### src/rtl/dma_cmd_pkg.sv
package dma_cmd_pkg;
  localparam int ID_W   = 2;
  localparam int MODE_W = 2;
  localparam int SIZE_W = 3;
  localparam int CMD_W  = MODE_W + SIZE_W;

  localparam logic [SIZE_W-1:0] STOP_SIZE  = 3'b111;
  localparam logic [MODE_W-1:0] FLUSH_MODE = 2'b10;
  localparam logic [SIZE_W-1:0] FLUSH_SIZE = 3'b110;

  typedef enum logic [1:0] {
    CK_NONE,
    CK_ORD,
    CK_STOP,
    CK_FLUSH
  } cmd_kind_e;
endpackage

### src/rtl/dma_cmd_classify.sv
module dma_cmd_classify
  import dma_cmd_pkg::*;
(
  input  logic              valid_i,
  input  logic [ID_W-1:0]   id_i,
  input  logic [MODE_W-1:0] mode_i,
  input  logic [SIZE_W-1:0] size_i,
  output cmd_kind_e         kind_o
);
  logic on_ch0;
  assign on_ch0 = (id_i == '0);

  always_comb begin
    kind_o = CK_NONE;
    if (valid_i) begin
      if (on_ch0 && mode_i != '0 && size_i == STOP_SIZE)
        kind_o = CK_STOP;
      else if (on_ch0 && mode_i == FLUSH_MODE && size_i == FLUSH_SIZE)
        kind_o = CK_FLUSH;
      else
        kind_o = CK_ORD;
    end
  end
endmodule

### src/rtl/dma_req_fifo.sv
module dma_req_fifo #(
  parameter int W     = 5,
  parameter int DEPTH = 4
) (
  input  logic         clk_i,
  input  logic         rst_ni,
  input  logic         clr_i,
  input  logic         push_i,
  input  logic [W-1:0] data_i,
  input  logic         pop_i,
  output logic [W-1:0] head_o,
  output logic         empty_o,
  output logic         full_o,
  output logic         ovf_o
);
  localparam int AW = (DEPTH > 1) ? $clog2(DEPTH) : 1;
  localparam int CW = $clog2(DEPTH + 1);
  localparam logic [AW-1:0] LAST = AW'(DEPTH - 1);
  localparam logic [CW-1:0] FULL_CNT = CW'(DEPTH);

  logic [W-1:0]  mem [DEPTH];
  logic [AW-1:0] rd_ptr, wr_ptr;
  logic [CW-1:0] count;
  logic          push_ok, pop_ok;

  assign empty_o = (count == '0);
  assign full_o  = (count == FULL_CNT);
  assign push_ok = push_i && !full_o;
  assign pop_ok  = pop_i && !empty_o;
  assign head_o  = empty_o ? '0 : mem[rd_ptr];

  always_ff @(posedge clk_i or negedge rst_ni) begin
    if (!rst_ni) begin
      rd_ptr <= '0;
      wr_ptr <= '0;
      count  <= '0;
      ovf_o  <= 1'b0;
    end else if (clr_i) begin
      rd_ptr <= '0;
      wr_ptr <= '0;
      count  <= '0;
    end else begin
      if (push_ok) wr_ptr <= (wr_ptr == LAST) ? '0 : wr_ptr + 1'b1;
      if (pop_ok)  rd_ptr <= (rd_ptr == LAST) ? '0 : rd_ptr + 1'b1;
      count <= count + CW'(push_ok) - CW'(pop_ok);
      if (push_i && full_o) ovf_o <= 1'b1;
    end
  end

  always_ff @(posedge clk_i) begin
    if (push_ok && !clr_i) mem[wr_ptr] <= data_i;
  end


  full_drop_chk: assert property (@(posedge clk_i) disable iff (!rst_ni)
    (full_o && push_i && !pop_i && !clr_i) |=> full_o);

  ovf_sticky_chk: assert property (@(posedge clk_i) disable iff (!rst_ni)
    ovf_o |=> ovf_o);

  empty_pop_chk: assert property (@(posedge clk_i) disable iff (!rst_ni)
    (empty_o && !push_i) |=> empty_o);

  flush_empty_chk: assert property (@(posedge clk_i) disable iff (!rst_ni)
    clr_i |=> empty_o);
endmodule

### src/rtl/dma_freeze_ctl.sv
module dma_freeze_ctl #(
  parameter int NUM_CH = 4
) (
  input  logic              clk_i,
  input  logic              rst_ni,
  input  logic              ddt_i,
  input  logic [NUM_CH-1:0] busy_i,
  input  logic              flush_i,
  output logic              frozen_o
);
  logic ddt_q, toggle_busy;

  assign toggle_busy = (ddt_i != ddt_q) && (|busy_i);

  always_ff @(posedge clk_i or negedge rst_ni) begin
    if (!rst_ni) begin
      ddt_q    <= 1'b0;
      frozen_o <= 1'b0;
    end else begin
      ddt_q <= ddt_i;
      if (toggle_busy)           frozen_o <= 1'b1;
      else if (flush_i && ddt_i) frozen_o <= 1'b0;
    end
  end


  freeze_entry_chk: assert property (@(posedge clk_i) disable iff (!rst_ni)
    ((ddt_i != ddt_q) && busy_i != '0) |=> frozen_o);

  freeze_hold_chk: assert property (@(posedge clk_i) disable iff (!rst_ni)
    (frozen_o && !(flush_i && ddt_i)) |=> frozen_o);
endmodule

### src/rtl/dma_cmd_dec.sv
module dma_cmd_dec
  import dma_cmd_pkg::*;
#(
  parameter int NUM_CH  = 4,
  parameter int Q_DEPTH = 4
) (
  input  logic                          clk_i,
  input  logic                          rst_ni,
  input  logic                          cmd_valid_i,
  input  logic [ID_W-1:0]               cmd_id_i,
  input  logic [MODE_W-1:0]             cmd_mode_i,
  input  logic [SIZE_W-1:0]             cmd_size_i,
  input  logic                          ddt_mode_i,
  input  logic [NUM_CH-1:0]             ch_busy_i,
  input  logic [NUM_CH-1:0]             ch_pop_i,
  input  logic                          ch0_en_set_i,
  output logic [(NUM_CH-1)*CMD_W-1:0]   q_head_o,
  output logic [NUM_CH-2:0]             q_empty_o,
  output logic [NUM_CH-2:0]             q_full_o,
  output logic [NUM_CH-2:0]             q_ovf_o,
  output logic [NUM_CH-1:0]             ch_req_o,
  output logic                          ch0_en_o,
  output logic                          ch0_held_o,
  output logic                          frozen_o
);
  localparam int NUM_Q = NUM_CH - 1;

  cmd_kind_e        kind;
  logic             is_ord, is_stop, is_flush, stop_acc, ch0_req_q;
  logic [CMD_W-1:0] payload;

  assign payload = {cmd_mode_i, cmd_size_i};

  dma_cmd_classify u_classify (
    .valid_i (cmd_valid_i),
    .id_i    (cmd_id_i),
    .mode_i  (cmd_mode_i),
    .size_i  (cmd_size_i),
    .kind_o  (kind)
  );

  assign is_ord   = (kind == CK_ORD);
  assign is_stop  = (kind == CK_STOP);
  assign is_flush = (kind == CK_FLUSH);
  assign stop_acc = is_stop && !ch_busy_i[0] && !frozen_o;

  dma_freeze_ctl #(.NUM_CH(NUM_CH)) u_freeze (
    .clk_i    (clk_i),
    .rst_ni   (rst_ni),
    .ddt_i    (ddt_mode_i),
    .busy_i   (ch_busy_i),
    .flush_i  (is_flush),
    .frozen_o (frozen_o)
  );

  for (genvar n = 1; n <= NUM_Q; n++) begin : g_q
    logic push, pop;
    assign push = is_ord && !frozen_o && (cmd_id_i == ID_W'(n));
    assign pop  = ch_pop_i[n] && !frozen_o;

    dma_req_fifo #(.W(CMD_W), .DEPTH(Q_DEPTH)) u_fifo (
      .clk_i   (clk_i),
      .rst_ni  (rst_ni),
      .clr_i   (is_flush),
      .push_i  (push),
      .data_i  (payload),
      .pop_i   (pop),
      .head_o  (q_head_o[(n-1)*CMD_W +: CMD_W]),
      .empty_o (q_empty_o[n-1]),
      .full_o  (q_full_o[n-1]),
      .ovf_o   (q_ovf_o[n-1])
    );

    assign ch_req_o[n] = !q_empty_o[n-1] && !frozen_o;
  end

  always_ff @(posedge clk_i or negedge rst_ni) begin
    if (!rst_ni) begin
      ch0_req_q <= 1'b0;
    end else if (is_flush) begin
      ch0_req_q <= 1'b0;
    end else if (is_ord && !frozen_o && cmd_id_i == '0) begin
      ch0_req_q <= 1'b1;
    end else if (ch_pop_i[0] && !frozen_o) begin
      ch0_req_q <= 1'b0;
    end
  end

  always_ff @(posedge clk_i or negedge rst_ni) begin
    if (!rst_ni) begin
      ch0_en_o   <= 1'b0;
      ch0_held_o <= 1'b0;
    end else if (ch0_en_set_i) begin
      ch0_en_o   <= 1'b1;
      ch0_held_o <= 1'b0;
    end else if (stop_acc) begin
      ch0_en_o   <= 1'b0;
      ch0_held_o <= 1'b1;
    end
  end

  assign ch_req_o[0] = ch0_req_q && ch0_en_o && !frozen_o;


  frozen_quiet_chk: assert property (@(posedge clk_i) disable iff (!rst_ni)
    frozen_o |-> (ch_req_o == '0));

  stop_busy_chk: assert property (@(posedge clk_i) disable iff (!rst_ni)
    (is_stop && ch_busy_i[0] && !ch0_en_set_i) |=> ($stable(ch0_en_o) && $stable(ch0_held_o)));

  en_held_excl_chk: assert property (@(posedge clk_i) disable iff (!rst_ni)
    !(ch0_en_o && ch0_held_o));

  stop_take_chk: assert property (@(posedge clk_i) disable iff (!rst_ni)
    (is_stop && !ch_busy_i[0] && !frozen_o && !ch0_en_set_i) |=> (ch0_held_o && !ch0_en_o));
endmodule

### config.mk
export PLATFORM = sky130hd
export DESIGN_NAME = dma_cmd_dec
export DESIGN_NICKNAME = d
export VERILOG_FILES = /design/src/rtl/dma_cmd_pkg.sv /design/src/rtl/dma_cmd_classify.sv /design/src/rtl/dma_req_fifo.sv /design/src/rtl/dma_freeze_ctl.sv /design/src/rtl/dma_cmd_dec.sv
export SDC_FILE = /design/constraint.sdc
export NUM_CORES = 1
export LEC_CHECK = 0
export BUFFER_PORTS_ARGS = -buffer_cell sky130_fd_sc_hd__buf_4
export CORE_MARGIN = 3
export CORE_UTILIZATION = 50
export DETAILED_ROUTE_END_ITERATION = 16
export GPL_TIMING_DRIVEN = 0
export HOLD_SLACK_MARGIN = 0.15
export PLACE_DENSITY = 0.68
export SLEW_MARGIN = 40
export SYNTH_ARGS = -nofsm -noshare
export SYNTH_HDL_FRONTEND = slang
export SYNTH_SLANG_ARGS = --single-unit
### constraint.sdc
create_clock -name clk_i -period 3.1 [get_ports clk_i]
set_input_delay 0.465 -clock clk_i [delete_from_list [all_inputs] [get_ports clk_i]]
set_output_delay 0.465 -clock clk_i [all_outputs]
set_load 0.02 [all_outputs]
==> flow_summary.yaml <==
timing:
  fin_skew_ns: 0.0109
  setup_viol: 0
  worst_slew_margin_rel_pct: 53.0
  finalMaxSlewViolations: 0
  tns_ns: 0
  max_freq_mhz: 356
  final_hold_viol_count: 0
  tightest_slew_ns: 0.703
  fin_crit_sh_pct: 90.6
  worst_slack_ns: 0.293
  final.min_clock_period_ns: 2.81
  rsz0062_at_grt: "false"
worst_setup_path:
  crit_type: "flip-flop to flip-flop"
  cp_slowest_stage_delay_ns: 0.45
  crit_family: "adder cells"
  worstPathRequired_ns: 3.37
  crit_arrival_ns: 3.08
  worst_setup_path_start_kind: "flip-flop"
  worstPathMaxFanout: 10
  path_cells: "nor3_1 > clkbuf_1 > nor2_1 > ha_1 > inv_1 > ha_1 > inv_1 > fa_1 > xor2_1 > and2_1 > nor3_1"
  slowest_stage: "dfrtp_1"
  worstPathBufferInverterCount: 3
  crit_path_end_kind: "flip-flop"
global_routing:
  track_usage_pct: 17.5
  grt_max_degree: 30
  busiest_layer: "met2"
  met2_usage_pct: 28.3
  grt_util_met1_pct: 24.1
  antenna_found_initial: 0
  grt_overflow_total: 0
  first_global_vias: 2491
  grt_pass1_wl_mm: 12.8
  grt_use_met3_pct: 4.14
yosys:
  synth-seq-cells: 89
  ys_types: 49
  synth_area_leaders: "edfxtp_1 42%, dfrtp_1 17%, mux4_2 7.9%"
  synth.top_cell.area_share_pct: 42.3
  postSynthAreaPerCell_sq_um: 14.6
  synth_flop_cell: "edfxtp_1"
  syn_inst: 292
  synth_warnings: 0
  async_flop_share_pct: 32.6
  synth-edff-count: 60
  netlist_area_sq_um: 4260
  syn-num-nets: 336
  synth_top_area_cell: "edfxtp_1"
  synth.yosys.seq_area_share_pct: 59.4
floorplan:
  io_pins: 51
  die_area_sq_um: 9650
  fp.dieW_um: 98.3
  core-area_sq_um: 8260
  rows: 33
  start_util_pct: 51.5
  die_h_um: 98.3
clock_network:
  cts_tree: "yes"
  htree_levels: 3
  post_cts_resized: 0
  clk_path_buf_depth: 2
  root_buffer: "clkbuf_8"
  cts_sinks: 89
  cts_buffers: 9
  clkLatencyLatePin_ns: 0.35
  clkSlewWorstSetupHoldPaths_ns: 0.09
  postCtsSetupBuffers: 0
route:
  post_drt_wl_per_cell_um: 17.4
  drc: 0
  first_iter_violations: 77
  vias_per_cell: 5.27
  antenna_left: 0
  drt_pre_antenna_iters: 4
  wl_mm: 8.07
  dr_total_vias: 2442
placement:
  pre_cts_slack_ns: 0.360
  port_buffers: 49
  place_congestion: 0.767
  dp_hpwl_mm: 5.51
layout:
  final_nets: 397
  diodes: 0
  nFillCells: 668
  drive_above_1_share_pct: 32.4
  area.growth.synth_to_final_pct: 17.1
power_and_ir_drop:
  ir_drop_mv: 0.423
  p_per_area_nw_per_um2: 650
  leakage_nw: 2.01
run:
  drv_cap: 0
min_path:
  hold_class: "input port to flip-flop"
outcome:
  outcome: "finished clean"
## cell type report
cell class | instances | area (sq um) | area share, %
plain buffers | 21 | 145 | 2.91
clock buffers | 9 | 124 | 2.49
clock inverters | 7 | 93.8 | 1.88
inverters | 21 | 78.8 | 1.58
multi-input cells | 161 | 1500 | 30.2
flip-flops and latches | 89 | 2530 | 50.7
well taps | 105 | 131 | 2.64
repair buffers | 50 | 378 | 7.58
## per-layer routing
metal / vias to the layer above / routed length, um
met5: - / 0
met3: 4 / 334
met1: 1206 / 3700
met4: 0 / 62
met2: 51 / 3970
li1: 1181 / -
## registers in the layout (all words and copies together), names as in the netlist
register	cells
g_q.u_fifo.mem	60
g_q.u_fifo.count	9
g_q.u_fifo.rd_ptr	6
g_q.u_fifo.wr_ptr	6
g_q.u_fifo.ovf_o	3
ch0_en_o	1
ch0_held_o	1
ch0_req_q	1
u_freeze.ddt_q	1
u_freeze.frozen_o	1
## cells in the final DEF, fill, tap and decap left out, types with 3 or more instances in the layout
cell type  count
inv_1         21
nor2b_1       16
or3b_2         3
nor2_1        14
o21ai_0        8
clkbuf_1       4
nor3b_1        3
xor2_1         3
mux4_2        15
a21oi_2        6
buf_2          5
nand2b_1       4
fa_1           3
clkbuf_8       9
dfrtp_1       29
edfxtp_1      60
or4_1          3
nor3_1         6
ha_1          21
buf_4         58
and2_1        18
## path summary, 6_finish.rpt
check	start	end	slack, ns	cells past startpoint
min in group asynchronous	rst_ni	u_freeze.ddt_q$_DFF_PN0_	0.58	2
max in group asynchronous	rst_ni	g_q[3].u_fifo.rd_ptr[0]$_DFFE_PN0P_	2.23	2
setup / recovery	g_q[3].u_fifo.count[1]$_DFF_PN0_	g_q[3].u_fifo.count[2]$_DFF_PN0_	0.29	11
hold reg to reg	g_q[3].u_fifo.ovf_o$_DFFE_PN0P_	g_q[3].u_fifo.ovf_o$_DFFE_PN0P_	0.48	1
hold / removal	ddt_mode_i	u_freeze.ddt_q$_DFF_PN0_	0.24	1
setup reg to reg	g_q[3].u_fifo.count[1]$_DFF_PN0_	g_q[3].u_fifo.count[2]$_DFF_PN0_	0.29	11
## metrics by stage
| step | hold WS (ns) | std cells | instance area [sq um] | utilization, % | total power, W |
|---|---|---|---|---|---|
| global route | 0.220 | 463 | 4980 | 60.3 | 0.00341 |
| finish | 0.242 | 463 | 4980 | 60.3 | 0.00324 |
| global placement | 0.422 | 446 | 4750 | 57.6 | 0.00239 |
| CTS | 0.230 | 463 | 4980 | 60.3 | 0.00327 |
| detailed placement | 0.428 | 446 | 4750 | 57.6 | 0.00241 |
| floorplan | 0.169 | 292 | 4260 | - | 0.00207 |
## logic make-up after synthesis
family | count (synthesis) | share of synthesized area [%]
xor gates and xnor gates | 4 | 0.823
muxes | 18 | 8.70
AOI/OAI and AO/OA | 30 | 5.44
buffers and inverters | 42 | 5.26
adders and majority gates | 24 | 7.59
and+or+nand+nor | 85 | 12.8
DFF | 89 | 59.4
## synth_stat cells, types with 3 or more instances
library cell	number
edfxtp_1	60
dfrtp_1	29
ha_1	21
inv_1	21
and2_1	18
nor2b_1	16
mux4_2	15
nor2_1	14
buf_4	9
o21ai_0	8
a21oi_2	6
nor3_1	6
buf_2	5
clkbuf_1	4
nand2b_1	4
fa_1	3
nor3b_1	3
or3b_2	3
or4_1	3
xor2_1	3
## repair_timing
item,in CTS,in global routing
setup endpoints to repair,0,0
hold endpoints to repair,29,0
hold buffers,1,0
## power by group
| group | total [W] | internal, W | switching [W] |
|---|---|---|---|
| combinational | 0.000940 | 0.000446 | 0.000494 |
| clock | 0.000861 | 0.000454 | 0.000406 |
| sequential | 0.00144 | 0.00135 | 0.0000871 |
No activity file was read; power rests on OpenSTA's default activity.
